### config.mk
export PLATFORM = sky130hd
export DESIGN_NAME = supply_phase_seq
export DESIGN_NICKNAME = d
export VERILOG_FILES = /design/src/rtl/sps_pkg.sv /design/src/rtl/sps_sync.sv /design/src/rtl/sps_phase_fsm.sv /design/src/rtl/sps_mode_ctl.sv /design/src/rtl/sps_guard.sv /design/src/rtl/supply_phase_seq.sv
export SDC_FILE = /design/constraint.sdc
export NUM_CORES = 1
export LEC_CHECK = 0
export BUFFER_PORTS_ARGS = -buffer_cell sky130_fd_sc_hd__buf_4
export CORE_MARGIN = 8
export CORE_UTILIZATION = 49
export CTS_BUF_LIST = sky130_fd_sc_hd__clkbuf_8 sky130_fd_sc_hd__clkbuf_16
export DETAILED_ROUTE_END_ITERATION = 16
export GPL_TIMING_DRIVEN = 0
export HOLD_SLACK_MARGIN = 0.06
export PLACE_DENSITY = 0.79
export SYNTH_ARGS = -nofsm -noshare
export SYNTH_HDL_FRONTEND = slang
export SYNTH_SLANG_ARGS = --single-unit
### constraint.sdc
create_clock -name clk -period 1.8 [get_ports clk]
set_input_delay 0.36 -clock clk [delete_from_list [all_inputs] [get_ports clk]]
set_output_delay 0.36 -clock clk [all_outputs]
set_load 0.01 [all_outputs]
### src/rtl/sps_pkg.sv
package sps_pkg;
    localparam int FL_VST  = 0;
    localparam int FL_VOFF = 1;
    localparam int FL_VRS  = 2;
    localparam int FL_OVP  = 3;
    localparam int FL_QOVP = 4;
    localparam int FL_DMG  = 5;
    localparam int FL_OTT  = 6;
    localparam int FL_OTR  = 7;
    localparam int FL_N    = 8;

    typedef enum logic [2:0] {
        PH_START = 3'b001,
        PH_RUN   = 3'b010,
        PH_HOLD  = 3'b100
    } phase_t;
endpackage

### src/rtl/sps_sync.sv
module sps_sync #(
    parameter int W      = 8,
    parameter int STAGES = 2
) (
    input  logic         clk,
    input  logic         rst_n,
    input  logic [W-1:0] d,
    output logic [W-1:0] q
);
    for (genvar i = 0; i < STAGES; i++) begin : g_stage
        logic [W-1:0] r;
        if (i == 0) begin : g_first
            always_ff @(posedge clk or negedge rst_n) begin
                if (!rst_n) r <= '0;
                else        r <= d;
            end
        end else begin : g_next
            always_ff @(posedge clk or negedge rst_n) begin
                if (!rst_n) r <= '0;
                else        r <= g_stage[i-1].r;
            end
        end
    end

    assign q = g_stage[STAGES-1].r;
endmodule

### src/rtl/sps_phase_fsm.sv
module sps_phase_fsm
    import sps_pkg::*;
(
    input  logic   clk,
    input  logic   rst_n,
    input  logic   vst,
    input  logic   voff,
    input  logic   vrs,
    output phase_t phase,
    output logic   to_hold,
    output logic   to_start
);
    phase_t nxt;

    always_ff @(posedge clk or negedge rst_n) begin
        if (!rst_n) phase <= PH_START;
        else        phase <= nxt;
    end

    always_comb begin
        nxt = phase;
        unique case (phase)
            PH_START: if (vst)   nxt = PH_RUN;
            PH_RUN:   if (!voff) nxt = PH_HOLD;
            PH_HOLD:  if (!vrs)  nxt = PH_START;
            default:             nxt = PH_START;
        endcase
    end

    assign to_hold  = (phase == PH_RUN)  && !voff;
    assign to_start = (phase == PH_HOLD) && !vrs;

    assert_run_entry_R2: assert property (@(posedge clk) disable iff (!rst_n)
        (phase == PH_START && vst) |=> (phase == PH_RUN));
    assert_start_wait_R2: assert property (@(posedge clk) disable iff (!rst_n)
        (phase == PH_START && !vst) |=> (phase == PH_START));
    assert_hold_exit_R3: assert property (@(posedge clk) disable iff (!rst_n)
        (phase == PH_HOLD && !vrs) |=> (phase == PH_START));
    assert_run_exit_R3: assert property (@(posedge clk) disable iff (!rst_n)
        (phase == PH_RUN && !voff) |=> (phase == PH_HOLD));
endmodule

### src/rtl/sps_mode_ctl.sv
module sps_mode_ctl (
    input  logic clk,
    input  logic rst_n,
    input  logic in_run,
    input  logic to_hold,
    input  logic to_start,
    input  logic end_vld,
    input  logic end_noc,
    input  logic dmg_hi,
    output logic mode_sby
);
    logic work_noc;

    always_ff @(posedge clk or negedge rst_n) begin
        if (!rst_n)                work_noc <= 1'b0;
        else if (end_vld && in_run) work_noc <= end_noc;
    end

    always_ff @(posedge clk or negedge rst_n) begin
        if (!rst_n)                    mode_sby <= 1'b0;
        else if (in_run && dmg_hi)     mode_sby <= 1'b0;
        else if (to_hold && work_noc)  mode_sby <= 1'b1;
        else if (to_start && !work_noc) mode_sby <= 1'b0;
    end

    assert_record_gated_R6: assert property (@(posedge clk) disable iff (!rst_n)
        !(end_vld && in_run) |=> $stable(work_noc));
    assert_mode_set_R7: assert property (@(posedge clk) disable iff (!rst_n)
        (to_hold && work_noc && !dmg_hi) |=> mode_sby);
    assert_mode_clear_R8: assert property (@(posedge clk) disable iff (!rst_n)
        (to_start && !work_noc) |=> !mode_sby);
    assert_recfg_clear_R9: assert property (@(posedge clk) disable iff (!rst_n)
        (in_run && dmg_hi) |=> !mode_sby);
endmodule

### src/rtl/sps_guard.sv
module sps_guard (
    input  logic clk,
    input  logic rst_n,
    input  logic ovp,
    input  logic qovp,
    input  logic to_start,
    input  logic ot_trip,
    input  logic ot_rel,
    output logic fault,
    output logic hot
);
    always_ff @(posedge clk or negedge rst_n) begin
        if (!rst_n)           fault <= 1'b0;
        else if (ovp || qovp) fault <= 1'b1;
        else if (to_start)    fault <= 1'b0;
    end

    always_ff @(posedge clk or negedge rst_n) begin
        if (!rst_n)       hot <= 1'b0;
        else if (ot_trip) hot <= 1'b1;
        else if (ot_rel)  hot <= 1'b0;
    end

    assert_fault_sticky_R5: assert property (@(posedge clk) disable iff (!rst_n)
        (fault && !to_start) |=> fault);
    assert_fault_set_R5: assert property (@(posedge clk) disable iff (!rst_n)
        (ovp || qovp) |=> fault);
    assert_hot_sticky_R10: assert property (@(posedge clk) disable iff (!rst_n)
        (hot && !ot_rel) |=> hot);
    assert_trip_wins_R10: assert property (@(posedge clk) disable iff (!rst_n)
        ot_trip |=> hot);
endmodule

### src/rtl/supply_phase_seq.sv
module supply_phase_seq
    import sps_pkg::*;
#(
    parameter int SYNC_STAGES = 2
) (
    input  logic clk,
    input  logic rst_n,
    input  logic vcc_gt_start,
    input  logic vcc_gt_off,
    input  logic vcc_gt_restart,
    input  logic vcc_ovp,
    input  logic qovp_cur,
    input  logic dmg_gt_recfg,
    input  logic ot_trip,
    input  logic ot_release,
    input  logic on_end,
    input  logic on_noc,
    output logic hv_src_en,
    output logic sw_en,
    output logic sby_isrc_en,
    output logic clamp_sby,
    output logic clamp_shunt
);
    logic [FL_N-1:0] raw_fl;
    logic [FL_N-1:0] fl;
    phase_t          phase;
    logic            to_hold;
    logic            to_start;
    logic            mode_sby;
    logic            fault;
    logic            hot;
    logic            in_run;

    always_comb begin
        raw_fl          = '0;
        raw_fl[FL_VST]  = vcc_gt_start;
        raw_fl[FL_VOFF] = vcc_gt_off;
        raw_fl[FL_VRS]  = vcc_gt_restart;
        raw_fl[FL_OVP]  = vcc_ovp;
        raw_fl[FL_QOVP] = qovp_cur;
        raw_fl[FL_DMG]  = dmg_gt_recfg;
        raw_fl[FL_OTT]  = ot_trip;
        raw_fl[FL_OTR]  = ot_release;
    end

    sps_sync #(.W(FL_N), .STAGES(SYNC_STAGES)) u_sync (
        .clk   (clk),
        .rst_n (rst_n),
        .d     (raw_fl),
        .q     (fl)
    );

    sps_phase_fsm u_fsm (
        .clk      (clk),
        .rst_n    (rst_n),
        .vst      (fl[FL_VST]),
        .voff     (fl[FL_VOFF]),
        .vrs      (fl[FL_VRS]),
        .phase    (phase),
        .to_hold  (to_hold),
        .to_start (to_start)
    );

    assign in_run = (phase == PH_RUN);

    sps_mode_ctl u_mode (
        .clk      (clk),
        .rst_n    (rst_n),
        .in_run   (in_run),
        .to_hold  (to_hold),
        .to_start (to_start),
        .end_vld  (on_end),
        .end_noc  (on_noc),
        .dmg_hi   (fl[FL_DMG]),
        .mode_sby (mode_sby)
    );

    sps_guard u_guard (
        .clk      (clk),
        .rst_n    (rst_n),
        .ovp      (fl[FL_OVP]),
        .qovp     (fl[FL_QOVP]),
        .to_start (to_start),
        .ot_trip  (fl[FL_OTT]),
        .ot_rel   (fl[FL_OTR]),
        .fault    (fault),
        .hot      (hot)
    );

    always_comb begin
        hv_src_en   = 1'b0;
        sw_en       = 1'b0;
        sby_isrc_en = 1'b0;
        clamp_sby   = 1'b0;
        clamp_shunt = 1'b0;
        unique case (phase)
            PH_START: begin
                hv_src_en   = 1'b1;
                sby_isrc_en = mode_sby;
            end
            PH_RUN: begin
                sw_en       = !fault && !hot;
                sby_isrc_en = mode_sby;
                clamp_shunt = 1'b1;
            end
            PH_HOLD: begin
                clamp_sby   = mode_sby;
            end
            default: begin
                hv_src_en   = 1'b0;
            end
        endcase
    end

    assert_prot_gate_R10: assert property (@(posedge clk) disable iff (!rst_n)
        (hot || fault) |-> !sw_en);
    assert_clamp_excl_R11: assert property (@(posedge clk) disable iff (!rst_n)
        !(clamp_sby && clamp_shunt));
    assert_src_excl_R2: assert property (@(posedge clk) disable iff (!rst_n)
        hv_src_en |-> !sw_en);
endmodule

==> results of run 1 <==
-- worst paths after layout --
kind / depth (start not counted) / endpoint
setup / recovery: 3 / sby_isrc_en
hold / removal: 1 / u_sync.g_stage[0].r[5]
hold reg to reg: 0 / u_sync.q[1]
setup reg to reg: 3 / u_guard.fault
max in group asynchronous: 2 / u_fsm.phase[0]
min in group asynchronous: 2 / u_sync.q[0]
-- power by group --
group          switching, µW  internal [µW]
Combinational           97.3            111
Clock                    142            152
Sequential              48.6            581
Total                    288            844
-- cells by family (layout without fill, tap and decap cells) --
kind of cell,Yosys count,in the layout,share of synthesized area
mux,1,1,0.0152
flops,23,23,0.779
buf+inv,3,25,0.0152
compound gates,9,9,0.0760
simple gates,14,14,0.115
-- placed cells by master, fill, tap and decap left out --
cell / instances
clkbuf_8: 3
or4b_1: 1
nor2_1: 2
a21o_1: 1
inv_1: 3
nor3_1: 1
nor3b_1: 2
a211oi_1: 1
and2_1: 1
o21ai_0: 1
nand2_1: 3
dfstp_2: 1
dfrtp_1: 22
a211o_1: 1
dlygate4sd3_1: 1
nand3b_1: 4
o21a_1: 1
mux2_2: 1
a21oi_1: 4
buf_4: 17
inv_2: 1
-- per-layer routing --
metal,vias to the layer above,GRT usage
met3,3,0.0353
met4,0,0.0615
met1,233,0.0918
li1,213,-
met5,-,0
met2,16,0.158
-- sequential cells by signal, indices dropped and copies added, names as in the netlist --
| name | flops |
|---|---|
| u_mode.mode_sby | 1 |
| u_guard.hot | 1 |
| u_sync.g_stage.r | 8 |
| u_fsm.phase | 3 |
| u_sync.q | 8 |
| u_guard.fault | 1 |
| u_mode.work_noc | 1 |
-- critical path, cell delays in order (launching register included) --
cell     delay, ns
dfstp_2       0.55
nor3b_1       0.29
o21a_1        0.17
buf_4         0.11
-- stage by stage --
step,worst slack [ns],area [µm²],hold slack (ns),cells
3_5_place_dp,0.282,881,0.260,82
6_report,0.0609,943,0.206,88
5_1_grt,0.00706,943,0.194,88
4_1_cts,0.0440,943,0.200,88
3_3_place_gp,0.294,881,0.256,82
2_1_floorplan,0.270,741,0.0644,50
-- final cells by class --
| type | instances | area [µm²] | share of cell area |
|---|---|---|---|
| flip-flops and latches | 23 | 577 | 0.611 |
| inverters | 3 | 11.3 | 0.0119 |
| clock inverters | 1 | 3.75 | 0.00398 |
| clock buffers | 3 | 41.3 | 0.0438 |
| well taps | 16 | 20.0 | 0.0212 |
| repair buffers | 18 | 138 | 0.146 |
| multi-input cells | 24 | 153 | 0.162 |
-- timing repair --
item                                    CTS  global route
hold buffers                              1             0
resized for setup                         0             1
hold endpoints to repair                 22             0
endpoints found under the setup margin    1             1
buffers inserted                          1             0
==> flow_summary_export.csv, run 1 <==
group,metric,value,unit
route,drtIter0Drc,2,
worst_setup_path,critPathLaunch,"u_fsm.phase[0]",
run,maxCapViolations,0,
route,vias,465,
worst_setup_path,start_kind,"flip-flop",
logic_synthesis,ys_ff_latch,23,
route,wl_met1,450,µm
logic_synthesis,syn_area_per_cell,14.8,µm²
logic_synthesis,ys.flop_type,"dfrtp_1",
worst_setup_path,worstPathRequired,1.44,ns
route,drcViolationCount,0,
die,rows,14,
worst_setup_path,critPathCaptureType,"primary output",
status,status,"complete, no violations",
finish,fin_util,0.649,
cts,cts.sinks,23,
worst_setup_path,r2r-start,"u_fsm.phase[0]",
timing,timing.fmax,575,MHz
timing,skew,0.00426,ns
route,wl_per_cell,14.6,µm
global_routing,gr-total-overflow,0,
placed_design,port_buffers,16,
die,die_x,54.9,µm
route,viasPerCell,5.28,
global_routing,grt_pass1_vias,472,
timing,relSlewSlack,0.802,
placed_design,gp_congestion,0.755,
logic_synthesis,synth_top_cell_by_area,"dfrtp_1",
logic_synthesis,synth_area,741,µm²
die,die_area,0.00301,mm²
placed_design,hpwl,942,µm
logic_synthesis,synth_cells,50,
timing,tightest_slew,0.297,ns
global_routing,track_usage,0.0930,
logic_synthesis,synth-edff-count,0,
cts,htree_num_levels,1,
timing,final_hold_viol_count,0,
worst_setup_path,reg2reg_slack,0.33,ns
die,start_util,0.509,
logic_synthesis,async_flop_share,1.00,
finish,nets,85,
route,highest_layer,"met4",
timing,rsz0062_at_grt,"false",
route,drt-total-wl,1280,µm
timing,finalSetupViolCount,0,
finish,final_layout_size_suffix_gt1_frac,0.319,
cts,clockRootBuffer,"clkbuf_8",
global_routing,grt_start_max_net_pins,24,
worst_setup_path,cp_data_arrival_time,1.38,ns
timing,fin_setup_tns,0,ns
timing,finalCritPeriodShare,0.966,
cts,cts_buffer_depth,2,
pwr,ir_drop,694,µV
logic_synthesis,synth_fp_nets,62,
pwr,power_density,1200,mW/mm²
cts,clk_pin_slew,0.07,ns
pwr,power_leakage,0.000442,µW
die,die_h,54.9,µm
logic_synthesis,synth-seq-area-share,0.779,
route,dr.pass1.iters,4,
route,wl_met3,74,µm
die,io_pins,17,
route,wl_met2,733,µm
cts,cts_made_buffers,3,
worst_hold_path,min_path_type,"in2reg",
timing,period_needed,1.74,ns
logic_synthesis,synth_most_common_cell,"dfrtp_1",
logic_synthesis,synthDominantCellAreaShare,0.743,
global_routing,grt_pass1_wl,1930,µm
finish,n_fill_cell,101,
route,antenna_left,0,
logic_synthesis,synth_area_leaders,"dfrtp_1 (74%), nand3b_1 (4.1%), dfstp_2 (3.5%)",
cts,worstSkewPairLatency,0.26,ns
global_routing,grt_antenna_before_repair,0,
worst_setup_path,cp_max_fo,3,
worst_setup_path,critPathKind,"reg2out",
finish,n_antenna_cell,0,
logic_synthesis,ys_types,17,
die,core,0.00145,mm²
finish,area_delta_synth_final,27.4,%
pwr,p_total,1130,µW
cts,cts_tree,"yes",
worst_hold_path,hold_start,"dmg_gt_recfg",
timing,final_max_slew_viol_count,0,
logic_synthesis,yosysWarnings,0,
logic_synthesis,synth_commonest_cells,"dfrtp_1 (22), a21oi_1 (4), nand3b_1 (4), inv_1 (3), nand2_1 (3)",
Power figures use the tool's default switching activity.
==> run 2: changes to the inputs <==
Settings changed: ABC_AREA set to 1, PLACE_DENSITY 0.79 to 0.78.
==> flow_summary_export.csv, run 2 <==
group,metric,value,unit
status,status,"complete, no violations",
cts,cts_made_buffers,3,
logic_synthesis,syn_area_per_cell,12.3,µm²
global_routing,use_met2,0.138,
logic_synthesis,synth_top_cell_by_area,"dfrtp_1",
worst_setup_path,start_kind,"flip-flop",
worst_setup_path,cp_max_fo,6,
worst_hold_path,min_path_type,"in2reg",
logic_synthesis,synth_commonest_cells,"dfrtp_1 (22), nand2_1 (12), inv_1 (8), nand3_1 (6), nor2_1 (4)",
global_routing,gr-total-overflow,0,
route,drt-total-wl,1230,µm
finish,n_fill_cell,115,
logic_synthesis,ys_ff_latch,23,
worst_setup_path,critPathCaptureType,"primary output",
logic_synthesis,synth_area,762,µm²
cts,cts.sinks,23,
timing,period_needed,1.70,ns
logic_synthesis,ys.flop_type,"dfrtp_1",
cts,ctsResizeCount,0,
pwr,power_leakage,0.000496,µW
route,drtIter0Drc,8,
die,start_util,0.512,
finish,register_area,577,µm²
global_routing,grt_start_max_net_pins,24,
logic_synthesis,synth-edff-count,0,
worst_setup_path,crit_chain,"nand3_1 -> a21oi_1 -> buf_4",
route,wl_per_cell,12.2,µm
route,vias,510,
timing,final_hold_viol_count,0,
finish,final_layout_size_suffix_gt1_frac,0.294,
pwr,p_total,1210,µW
timing,tightest_slew,0.276,ns
die,io_pins,17,
finish,nets,98,
worst_setup_path,worstPathRequired,1.44,ns
timing,finalCritPeriodShare,0.945,
logic_synthesis,synth_cells,62,
global_routing,track_usage,0.0898,
route,antenna_left,0,
die,core,0.00149,mm²
finish,final_cell_mix,"dfrtp_1 (22), buf_4 (18), nand2_1 (12)",
finish,n_antenna_cell,0,
pwr,ir_drop,604,µV
timing,timing.fmax,588,MHz
global_routing,gr-usage-met3,0.0457,
placed_design,gp_congestion,0.808,
pwr,power_density,1240,mW/mm²
route,viasPerCell,5.05,
die,rows,14,
finish,multi_input_area,151,µm²
timing,finalSetupViolCount,0,
logic_synthesis,synth_area_leaders,"dfrtp_1 (72%), nand2_1 (5.9%), nand3_1 (3.9%)",
logic_synthesis,async_flop_share,1.00,
cts,clockRootBuffer,"clkbuf_8",
worst_setup_path,reg2reg_slack,0.66,ns
placed_design,port_buffers,16,
global_routing,grt_pass1_wl,2240,µm
cts,cts_tree,"yes",
die,die_h,55.4,µm
route,dr.pass1.iters,4,
cts,htree_num_levels,1,
finish,area_delta_synth_final,27.6,%
route,drcViolationCount,0,
worst_setup_path,path_delay_family,"flip-flops",
die,die_area,0.00307,mm²
worst_setup_path,slowest_stage,"dfstp_2",
worst_setup_path,worst-path-buf-inv,1,
die,die_x,55.4,µm
worst_setup_path,critPathKind,"reg2out",
worst_setup_path,cp_data_arrival_time,1.34,ns
finish,final_common_cell,"dfrtp_1",
placed_design,hpwl,927,µm
logic_synthesis,synth_most_common_cell,"dfrtp_1",
timing,relSlewSlack,0.816,
logic_synthesis,yosysWarnings,0,
cts,worstSkewPairLatency,0.25,ns
run,maxCapViolations,0,
worst_setup_path,worst_path_largest_cell_delay,0.60,ns
cts,clk_pin_slew,0.07,ns
timing,rsz0062_at_grt,"false",
global_routing,top_usage_layer,"met2",
logic_synthesis,synth-seq-area-share,0.757,
logic_synthesis,ys_types,13,
timing,fin_setup_tns,0,ns
logic_synthesis,synth_fp_nets,74,
global_routing,grtUsageMet1,0.0869,
logic_synthesis,synthDominantCellAreaShare,0.722,
global_routing,grt_pass1_vias,566,
timing,skew,0.00285,ns
timing,final_max_slew_viol_count,0,
cts,cts_buffer_depth,2,
global_routing,grt_antenna_before_repair,0,
run 2: layout make-up:
| class | count | share of cell area |
|---|---|---|
| flip-flops and latches | 23 | 0.593 |
| multi-input cells | 30 | 0.156 |
| repair buffers | 19 | 0.149 |
| clock buffers | 3 | 0.0425 |
| inverters | 9 | 0.0347 |
| well taps | 16 | 0.0206 |
| clock inverters | 1 | 0.00386 |
run 2: routing by layer:
| metal | vias to the layer above | share of wire | wire (µm) |
|---|---|---|---|
| li1 | 242 | - | - |
| met1 | 242 | 0.39 | 478 |
| met2 | 22 | 0.50 | 613 |
| met3 | 4 | 0.091 | 112 |
| met4 | 0 | 0.023 | 28 |
| met5 | - | 0 | 0 |
run 2: logic make-up after synthesis:
group,Yosys count,synth area share
DFF,23,0.757
buffers and inverters,9,0.0443
AOI/OAI and AO/OA,4,0.0296
and+or+nand+nor,26,0.169
run 2: through the flow:
| step | hold WS (ns) | instance area [µm²] | utilization | setup WS (ns) | instances |
|---|---|---|---|---|---|
| final | 0.207 | 972 | 0.653 | 0.0994 | 101 |
| after global routing | 0.193 | 972 | 0.653 | 0.0123 | 101 |
| after CTS | 0.199 | 957 | 0.643 | 0.0831 | 99 |
| after detailed placement | 0.261 | 902 | 0.606 | 0.374 | 94 |
| after global placement | 0.256 | 902 | 0.606 | 0.383 | 94 |
| after floorplan | 0.0644 | 762 | - | 0.435 | 62 |
run 2: final timing paths:
path                                        start                      to  depth (start not counted)
max in group asynchronous                   rst_n          u_fsm.phase[0]                          2
hold / removal                     vcc_gt_restart  u_sync.g_stage[0].r[2]                          1
min in group asynchronous                   rst_n  u_sync.g_stage[0].r[6]                          2
setup reg to reg                   u_fsm.phase[1]         u_mode.work_noc                          6
setup / recovery                   u_fsm.phase[0]             sby_isrc_en                          3
hold reg to reg            u_sync.g_stage[0].r[5]             u_sync.q[5]                          0
run 2: repair_timing:
action                     in CTS  in global routing
buffers inserted                0                  2
setup endpoints to repair       0                  2
hold buffers                    1                  0
hold endpoints to repair       22                  0
run 2: power breakdown:
| group | internal (µW) | switching (µW) |
|---|---|---|
| logic | 122 | 153 |
| clock network | 152 | 139 |
| registers | 586 | 53.2 |
| total | 860 | 345 |
